==> src/rtl/rxn_pkg.sv <==
package rxn_pkg;

    localparam int BCD_W     = 4;
    localparam int N_DIGITS  = 2;
    localparam logic [BCD_W-1:0] BCD_MAX = 4'd9;

    typedef logic [BCD_W-1:0] bcd_t;

    typedef struct packed {
        bcd_t hi;
        bcd_t lo;
    } bcd_pair_t;

    typedef enum logic {
        RUN_OFF = 1'b0,
        RUN_ON  = 1'b1
    } run_t;

    function automatic bcd_t bcd_next(input bcd_t d);
        return (d == BCD_MAX) ? bcd_t'(0) : bcd_t'(d + 1'b1);
    endfunction

    function automatic logic bcd_full(input bcd_t d);
        return d == BCD_MAX;
    endfunction

endpackage

==> src/rtl/rxn_prescaler.sv <==
module rxn_prescaler #(
    parameter int PRESCALE_W = 10
) (
    input  logic clk,
    input  logic rst,
    output logic tick
);
    localparam logic [PRESCALE_W-1:0] TOP = {PRESCALE_W{1'b1}};

    logic [PRESCALE_W-1:0] div_q;
    logic                  tick_q;

    always_ff @(posedge clk) begin
        if (rst) begin
            div_q  <= '0;
            tick_q <= 1'b0;
        end else begin
            div_q  <= div_q + 1'b1;
            tick_q <= (div_q == TOP);
        end
    end

    assign tick = tick_q;
endmodule

==> src/rtl/rxn_run_ctrl.sv <==
module rxn_run_ctrl
    import rxn_pkg::*;
(
    input  logic clk,
    input  logic rst,
    input  logic start,
    input  logic press,
    output run_t run
);
    run_t run_q;
    logic spent_q;

    always_ff @(posedge clk) begin
        if (rst) begin
            run_q   <= RUN_OFF;
            spent_q <= 1'b0;
        end else if (run_q == RUN_ON) begin
            if (press) begin
                run_q   <= RUN_OFF;
                spent_q <= 1'b1;
            end
        end else if (start && !spent_q) begin
            run_q <= RUN_ON;
        end
    end

    assign run = run_q;
endmodule

==> src/rtl/rxn_bcd_counter.sv <==
module rxn_bcd_counter
    import rxn_pkg::*;
#(
    parameter int DIGITS = N_DIGITS
) (
    input  logic                   clk,
    input  logic                   rst,
    input  logic                   step,
    output logic [DIGITS-1:0][BCD_W-1:0] value
);
    logic [DIGITS-1:0][BCD_W-1:0] dig_q;
    logic [DIGITS:0]              carry;
    logic                         all_full;

    always_comb begin
        all_full = 1'b1;
        for (int k = 0; k < DIGITS; k++) begin
            all_full = all_full & bcd_full(dig_q[k]);
        end
    end

    assign carry[0] = step & ~all_full;

    for (genvar i = 0; i < DIGITS; i++) begin : g_digit
        assign carry[i+1] = carry[i] & bcd_full(dig_q[i]);

        always_ff @(posedge clk) begin
            if (rst) begin
                dig_q[i] <= '0;
            end else if (carry[i]) begin
                dig_q[i] <= bcd_next(dig_q[i]);
            end
        end
    end

    assign value = dig_q;
endmodule

==> src/rtl/rxn_timer.sv <==
module rxn_timer
    import rxn_pkg::*;
#(
    parameter int PRESCALE_W = 10
) (
    input  logic       clk,
    input  logic       rst,
    input  logic       arm,
    input  logic       btn_n,
    output logic       led,
    output logic [3:0] digit_hi,
    output logic [3:0] digit_lo
);
    logic                           tick;
    run_t                           run;
    logic [N_DIGITS-1:0][BCD_W-1:0] count;
    bcd_pair_t                      shown;

    rxn_prescaler #(.PRESCALE_W(PRESCALE_W)) u_div (
        .clk  (clk),
        .rst  (rst),
        .tick (tick)
    );

    rxn_run_ctrl u_ctrl (
        .clk   (clk),
        .rst   (rst),
        .start (arm),
        .press (~btn_n),
        .run   (run)
    );

    rxn_bcd_counter #(.DIGITS(N_DIGITS)) u_cnt (
        .clk   (clk),
        .rst   (rst),
        .step  (tick & (run == RUN_ON)),
        .value (count)
    );

    assign shown.hi = count[1];
    assign shown.lo = count[0];

    assign led      = (run == RUN_ON);
    assign digit_hi = shown.hi;
    assign digit_lo = shown.lo;
endmodule

==> config.mk <==
export PLATFORM = sky130hd
export DESIGN_NAME = rxn_timer
export DESIGN_NICKNAME = d
export VERILOG_FILES = /design/src/rtl/rxn_pkg.sv /design/src/rtl/rxn_prescaler.sv /design/src/rtl/rxn_run_ctrl.sv /design/src/rtl/rxn_bcd_counter.sv /design/src/rtl/rxn_timer.sv
export SDC_FILE = /design/constraint.sdc
export NUM_CORES = 1
export LEC_CHECK = 0
export ABC_CLOCK_PERIOD_IN_PS = 2300
export BUFFER_PORTS_ARGS = -buffer_cell sky130_fd_sc_hd__buf_2
export CORE_UTILIZATION = 58
export DETAILED_ROUTE_END_ITERATION = 16
export PLACE_DENSITY = 0.81
export SYNTH_ARGS = -nofsm -noshare
export SYNTH_HDL_FRONTEND = slang
export SYNTH_HIERARCHICAL = 1
export SYNTH_SLANG_ARGS = --single-unit
==> constraint.sdc <==
create_clock -name clk -period 2.3 [get_ports clk]
set_input_delay 0.115 -clock clk [delete_from_list [all_inputs] [get_ports clk]]
set_output_delay 0.115 -clock clk [all_outputs]
set_load 0.02 [all_outputs]
After elaboration in Yosys (flattened, before gate mapping)
Cells that the tools add are included.
W data, S select, Z words.

operators by class
  $add $sub $neg = 3
  equality and inequality tests = 3
  mux-type cells = 5
  bitwise gates (word level) = 6
  reduce and logical (&&, ||, !) cells = 3

operator list
  operator                 count
  $add A10 B1 Y10 const B  1
  $eq A10 B10 Y1 const B   1
  $add A4 B1 Y4 const B    2
  $eq A4 B4 Y1 const B     2
  $mux W4                  2
  $and A1 B1 Y1            4
  $mux W1                  3
  $not A1 Y1               2
  $reduce_and A2 Y1        1
  $logic_and A1 B1 Y1      1
  $logic_not A1 Y1         1

storage, ports and cells
  register bits after elaboration = 21
  output and inout port bits = 9
  logic and storage cells = 26

Logic depth before layout (Yosys ltp)
Gate-level depths: netlist of the first run.

  depth after elaboration = 5
  depth in mapped cells = 5
  gate-level depth less buffers = 4

By module
The synthesis of the first run kept the hierarchy.

modules (own cells, without submodules)
  module           times used  cells an instance  area an instance (sq um)
  rxn_prescaler    1           47                 436.7
  rxn_bcd_counter  1           47                 391.6
  rxn_run_ctrl     1           7                  73.8
  rxn_timer        1           2                  10.0

Worst setup path before layout of the first run
OpenSTA, ideal clock, no wires.

  path type = register to register
  start point = register u_cnt.dig_q, in the netlist u_cnt/value[1]
  end point = register u_cnt.dig_q, in the netlist u_cnt/value[7]
  library setup time = 0.070 ns
  arrival = 1.623 ns
  data required time = 2.230 ns
  slack = 0.607 ns
  stages on the path, launching flop included = 6
  path buffers = 2
  cell sequence = dfxtp_1 buf_6 or3b_1 clkbuf_2 or4_1 a21oi_1

on the way
  word-level cells in the longest chain between the ends = 5

RTL lines
  what                               RTL line               source
  from (decl)                        rxn_bcd_counter.sv:11  logic [DIGITS-1:0][BCD_W-1:0] dig_q;
  from (signal, indexed assignment)  rxn_bcd_counter.sv:31  dig_q[i] <= bcd_next(dig_q[i]);
  $eq A4 B4 Y1 (*)                   rxn_pkg.sv:24          return d == BCD_MAX;
  $and A1 B1 Y1                      rxn_bcd_counter.sv:18  all_full = all_full & bcd_full(dig_q[k]);
  $not A1 Y1                         rxn_bcd_counter.sv:22  assign carry[0] = step & ~all_full;
  $and A1 B1 Y1                      rxn_bcd_counter.sv:22
  $and A1 B1 Y1 (*)                  rxn_bcd_counter.sv:25  assign carry[i+1] = carry[i] & bcd_full(dig_q[i]);

Every way passes the cells marked *; elsewhere a longest branch is shown, timed or not.
A chain may end at the register's enable or synchronous reset.

Worst setup path in the final report of the first run
  start point = register u_cnt.dig_q, in the netlist u_cnt/value[3]
  end point = register u_cnt.dig_q, in the netlist u_cnt/value[7]

The elaborated chain is that of the path after synthesis.

==> results of run 1 <==
## worst max-delay path, stage by stage (launching register included)
cell and delay (ps):
dfxtp_1 430, or3b_1 460, or4_1 520, a21oi_1 140
## layout make-up
class	count	area, µm²
Multi-Input combinational cell	74	453
Sequential cell	21	420
Fill cell	108	389
Timing Repair Buffer	12	60.1
Clock buffer	4	26.3
Tap cell	15	18.8
Inverter	4	15.0
## through the flow
step / setup WS [ps] / hold WS (ps) / cells / instance area [µm²]
finish: 695 / 137 / 130 / 993
global route: 588 / 157 / 130 / 993
CTS: 694 / 130 / 130 / 993
detailed placement: 713 / 458 / 126 / 967
global placement: 760 / 423 / 126 / 967
floorplan: 607 / 177 / 103 / 912
## power by group
group          total (µW)  internal, µW  switching (µW)
sequential            378           371            7.11
combinational        24.6          11.0            13.6
clock                 171          67.6             104
total                 574           449             125
## synth_stat cells (all sizes together)
library cell	instances	area, µm²
and2	1	6.26
o31ai	2	15.0
ha	1	12.5
or2b	1	7.51
mux2i	2	20.0
o21ai	5	25.0
or3	4	26.3
nor4	2	12.5
xor2	1	8.76
nand2b	1	6.26
nand2	5	18.8
nor3	5	25.0
nand4	4	31.3
nand3	6	30.0
nor4bb	1	10.0
nor3b	1	7.51
inv	4	15.0
or3b	2	17.5
clkbuf	2	8.75
or4	3	22.5
or2	1	6.26
a211o	1	10.0
a21oi	11	58.8
nor2	8	30.0
a31oi	1	6.26
nor2b	2	12.5
dfxtp	21	420
buf	2	15.0
xnor2	3	26.3
## routing by layer
metal  vias to the layer above  share of wire  track usage
li1                        397              -            -
met1                       336           0.52        0.255
met2                        15           0.43        0.309
met3                         4          0.025       0.0261
met4                         0          0.021        0.135
met5                         -              0            0
## flip-flops by register name (all words and copies together), names as in the netlist
signal / count
u_ctrl/spent_q: 1
u_div/div_q: 10
u_ctrl/run: 1
u_div/tick: 1
u_cnt/value: 8
## final timing paths
check	to	depth (start not counted)	slack, ps	from
worst max register to register	u_cnt/value[7]	3	700	u_cnt/value[3]
worst min-delay path	u_ctrl/spent_q	4	140	btn_n
worst max-delay path	u_cnt/value[7]	3	700	u_cnt/value[3]
worst min register to register	u_div/tick	2	490	u_div/div_q[9]
## cells by family (layout without fill, tap and decap cells)
group           after synthesis  count (layout)  share of synthesized area
simple gates                 47              47                      0.296
flops                        21              21                      0.461
compound gates               20              20                      0.126
buf+inv                       8              20                     0.0425
xor+xnor                      4               4                     0.0384
mux                           2               2                     0.0219
fa+ha+maj                     1               1                     0.0137
==> out/qor.csv, run 1 <==
metric;value;unit
outcome;completed;
IO Pins;13;
Hold WC Path Type;in2reg;
Initial DRT Pass Iterations;4;
CP required;2540;ps
worst skew pair latency;300;ps
Slew HR;0.704;
Layout Utilization;0.719;
Setup crit end kind;register;
sequential-to-total area share from yosys stat;0.461;
Setup Fix Bufs, Post-CTS;0;
Rows;13;
Starting Density;0.660;
final setup fails;0;
largest net degree at the start of global routing;22;
PwrDens;577;nW/µm²
Vias;752;
Slew Limit Fails;0;
post-route minimum period;1600;ps
synthesized cell area;912;µm²
clock transition at the registers of the reported paths;110;ps
Design Power;574;µW
total negative setup slack;0;ps
Max Clock Freq;623;MHz
Hold Buf Count CTS;0;
Post-DRT Antenna Nets;0;
Ant. Diodes;0;
crit path max fanout;7;
maximum level of the CTS H-tree;1;
RePlAce Congestion;0.773;
post-cts resize count;0;
CTS tree;built;
Final #Nets;121;
syn nets;108;
Post-DP HPWL;1110;µm
final hold vios;0;
die area;1740;µm²
Sink Count;21;
Max-Cap Viols;0;
Synth Instances;103;
commonest non-fill, non-tap cell in the layout;dfxtp_1;
port buffer count;12;
Core Area;1380;µm²
Slew @ Worst Pin;439;ps
Root Driver;clkbuf_4;
die width;41.7;µm
GR Overflow Total;0;
most frequent cells in the layout;21 x dfxtp_1, 12 x buf_2, 10 x a21oi_1;
Leak;0.000360;µW
Routed WL;1540;µm
WL/cell;11.8;µm
Layout Skew;2.98;ps
Num CTS Buffers;3;
initial antenna violation count;0;
crit path DAT;1840;ps
first-pass GRT wire length;2620;µm
VDD IR max;0.000485;V
initial drt markers;17;
DRC Markers;0;
Longest Clk Path Bufs;2;
Seq cells post-synth;21;
syn_area_per_cell;8.86;µm²
Area growth, synth to finish;8.92;%
layout cells sized above 1;0.174;
Yosys cell types;34;
Die Span Y;41.7;µm
worst setup path class;reg2reg;
drt via density;5.78;
RSZ-0062 raised after global routing;false;
synth warn;6;
CP Launch Type;register;
crit share post-route;0.698;
Overall Global Routing Usage;0.199;
vias in the first global route;646;
No activity file was read; power rests on OpenSTA's default activity.
==> inputs of run 2 (changes only) <==
ABC_CLOCK_PERIOD_IN_PS = 1300   (was 2300)
CORE_UTILIZATION = 48   (was 58)
PLACE_DENSITY = 0.71   (was 0.81)
clock period = 1.3 ns   (was 2.3 ns; I/O delays follow)
==> run 2 against run 1 <==
Net effect:
- the run now ends with negative setup slack left
- routed wire length is 18% higher
- hold slack worse by 67 ps
- critical endpoint unchanged
- first-iteration DRC count is 29% lower
- largest power group unchanged
==> out/qor.csv, run 2 (synthesis gave the netlist of run 1 again) <==
metric;value;unit
Hold WC Path Type;in2reg;
clock transition at the registers of the reported paths;120;ps
crit path DAT;1560;ps
Num CTS Buffers;3;
RePlAce Congestion;0.750;
GR Overflow Total;0;
initial drt markers;12;
most frequent cells in the layout;13 x dfxtp_1, 12 x buf_2, 12 x buf_4;
Root Driver;clkbuf_4;
Net Switching;234;µW
P_int;794;µW
RSZ-0062 raised after global routing;true;
layout cells sized above 1;0.370;
Die Span Y;45.6;µm
final hold vios;0;
Layout Skew;5.23;ps
CP Launch Type;register;
CTS tree;built;
worst setup path class;reg2reg;
Initial DRT Pass Iterations;4;
Core Area;1750;µm²
drt via density;5.39;
PwrDens;903;nW/µm²
CP required;1490;ps
reg2reg end;u_cnt/value[7];
initial antenna violation count;0;
Post-DP HPWL;1270;µm
vias in the first global route;804;
Hold EP;u_ctrl/spent_q;
Slew HR;0.744;
Starting Density;0.523;
R2R cell count;4;
IO Pins;13;
Overall Global Routing Usage;0.200;
Reg2Reg Setup Slack;-70;ps
Max Clock Freq;731;MHz
maximum level of the CTS H-tree;1;
Hold Buf Count CTS;0;
Slew @ Worst Pin;384;ps
Clk network pwr share;0.303;
outcome;complete, but fails checks;
Slew Limit Fails;0;
final setup fails;2;
Leak;0.000432;µW
hold depth;4;
post-route minimum period;1370;ps
Area growth, synth to finish;24.8;%
Layout fillers;159;
worst skew pair latency;300;ps
Seq pwr share;0.648;
combinational share of power;0.049;
dpl ws;-80.0;ps
Sink Count;21;
port buffer count;12;
Vias;820;
WL/cell;11.9;µm
hold path start;btn_n;
die area;2080;µm²
Final #Nets;133;
Routed WL;1810;µm
Max-Cap Viols;0;
Final WS setup;-68.9;ps
DRC Markers;0;
Most flops, register;u_div/div_q;
die width;45.6;µm
Rows;15;
Sw Ratio;0.228;
RR Startpoint;u_cnt/value[1];
total negative setup slack;-129;ps
Setup crit end kind;register;
commonest non-fill, non-tap cell in the layout;dfxtp_1;
violated checks;negative setup slack;
Design Power;1030;µW
largest net degree at the start of global routing;22;
crit share post-route;1.05;
crit path max fanout;5;
Longest Clk Path Bufs;2;
first-pass GRT wire length;3050;µm
Post-DRT Antenna Nets;0;
VDD IR max;0.000587;V
Ant. Diodes;0;
max reg flops;10;
==> run 2: worst max-delay path, cell delays in order, from the launching register on <==
cell and delay, ps:
dfxtp_4 360, or3b_4 410, buf_4 160, o31ai_2 250
a21oi_1 90
==> run 2: worst max-delay path by stage <==
stage                         startpoint             end  slack (ps)  cells past startpoint
after CTS                 u_cnt/value[1]  u_cnt/value[5]         -70                      3
after global placement    u_cnt/value[1]  u_cnt/value[5]         -50                      3
after detailed placement  u_cnt/value[1]  u_cnt/value[5]         -80                      3
after floorplan           u_cnt/value[1]  u_cnt/value[5]        -230                      5
final                     u_cnt/value[1]  u_cnt/value[7]         -70                      4
after global routing      u_cnt/value[1]  u_cnt/value[7]         -90                      4
==> run 2: power groups by stage <==
stage          Sequential, µW  Combinational, µW  Clock (µW)
6_report                  666               50.4         312
5_1_grt                   669               57.8         354
4_1_cts                   665               50.9         323
3_5_place_dp              679               50.5           0
3_3_place_gp              678               49.7           0
2_1_floorplan             682               28.9           0
==> run 2: repair_timing <==
action / in CTS / in global routing
setup buffers: 1 / 0
pin swaps: 2 / 2
endpoints found under the setup margin: 5 / 8
gates cloned: 0 / 0
gates resized for setup: 6 / 5
==> run 2: area by class of cell <==
| type | count | area (µm²) | share of cell area |
|---|---|---|---|
| clock buffer | 3 | 22.5 | 0.0198 |
| clock inverter | 1 | 5.00 | 0.00440 |
| inverter | 4 | 15.0 | 0.0132 |
| multi-input combinational | 74 | 482 | 0.423 |
| sequential | 21 | 433 | 0.380 |
| tap | 25 | 31.3 | 0.0275 |
| timing repair buffer | 24 | 150 | 0.132 |
==> run 2: stage by stage <==
| step | hold slack [ps] | cells | instance area, µm² | util |
|---|---|---|---|---|
| after global placement | 374 | 147 | 1080 | 0.617 |
| after CTS | 65.0 | 152 | 1120 | 0.644 |
| after global routing | 87.8 | 152 | 1140 | 0.652 |
| final | 70.5 | 152 | 1140 | 0.652 |
| after detailed placement | 386 | 147 | 1080 | 0.617 |
| after floorplan | 127 | 103 | 927 | - |
==> run 2: layer usage <==
metal,wire length (µm),track usage,up-vias
li1,-,-,418
met1,787,0.206,384
met2,969,0.389,14
met3,39,0.0278,4
met4,18,0.0909,0
met5,0,0,-
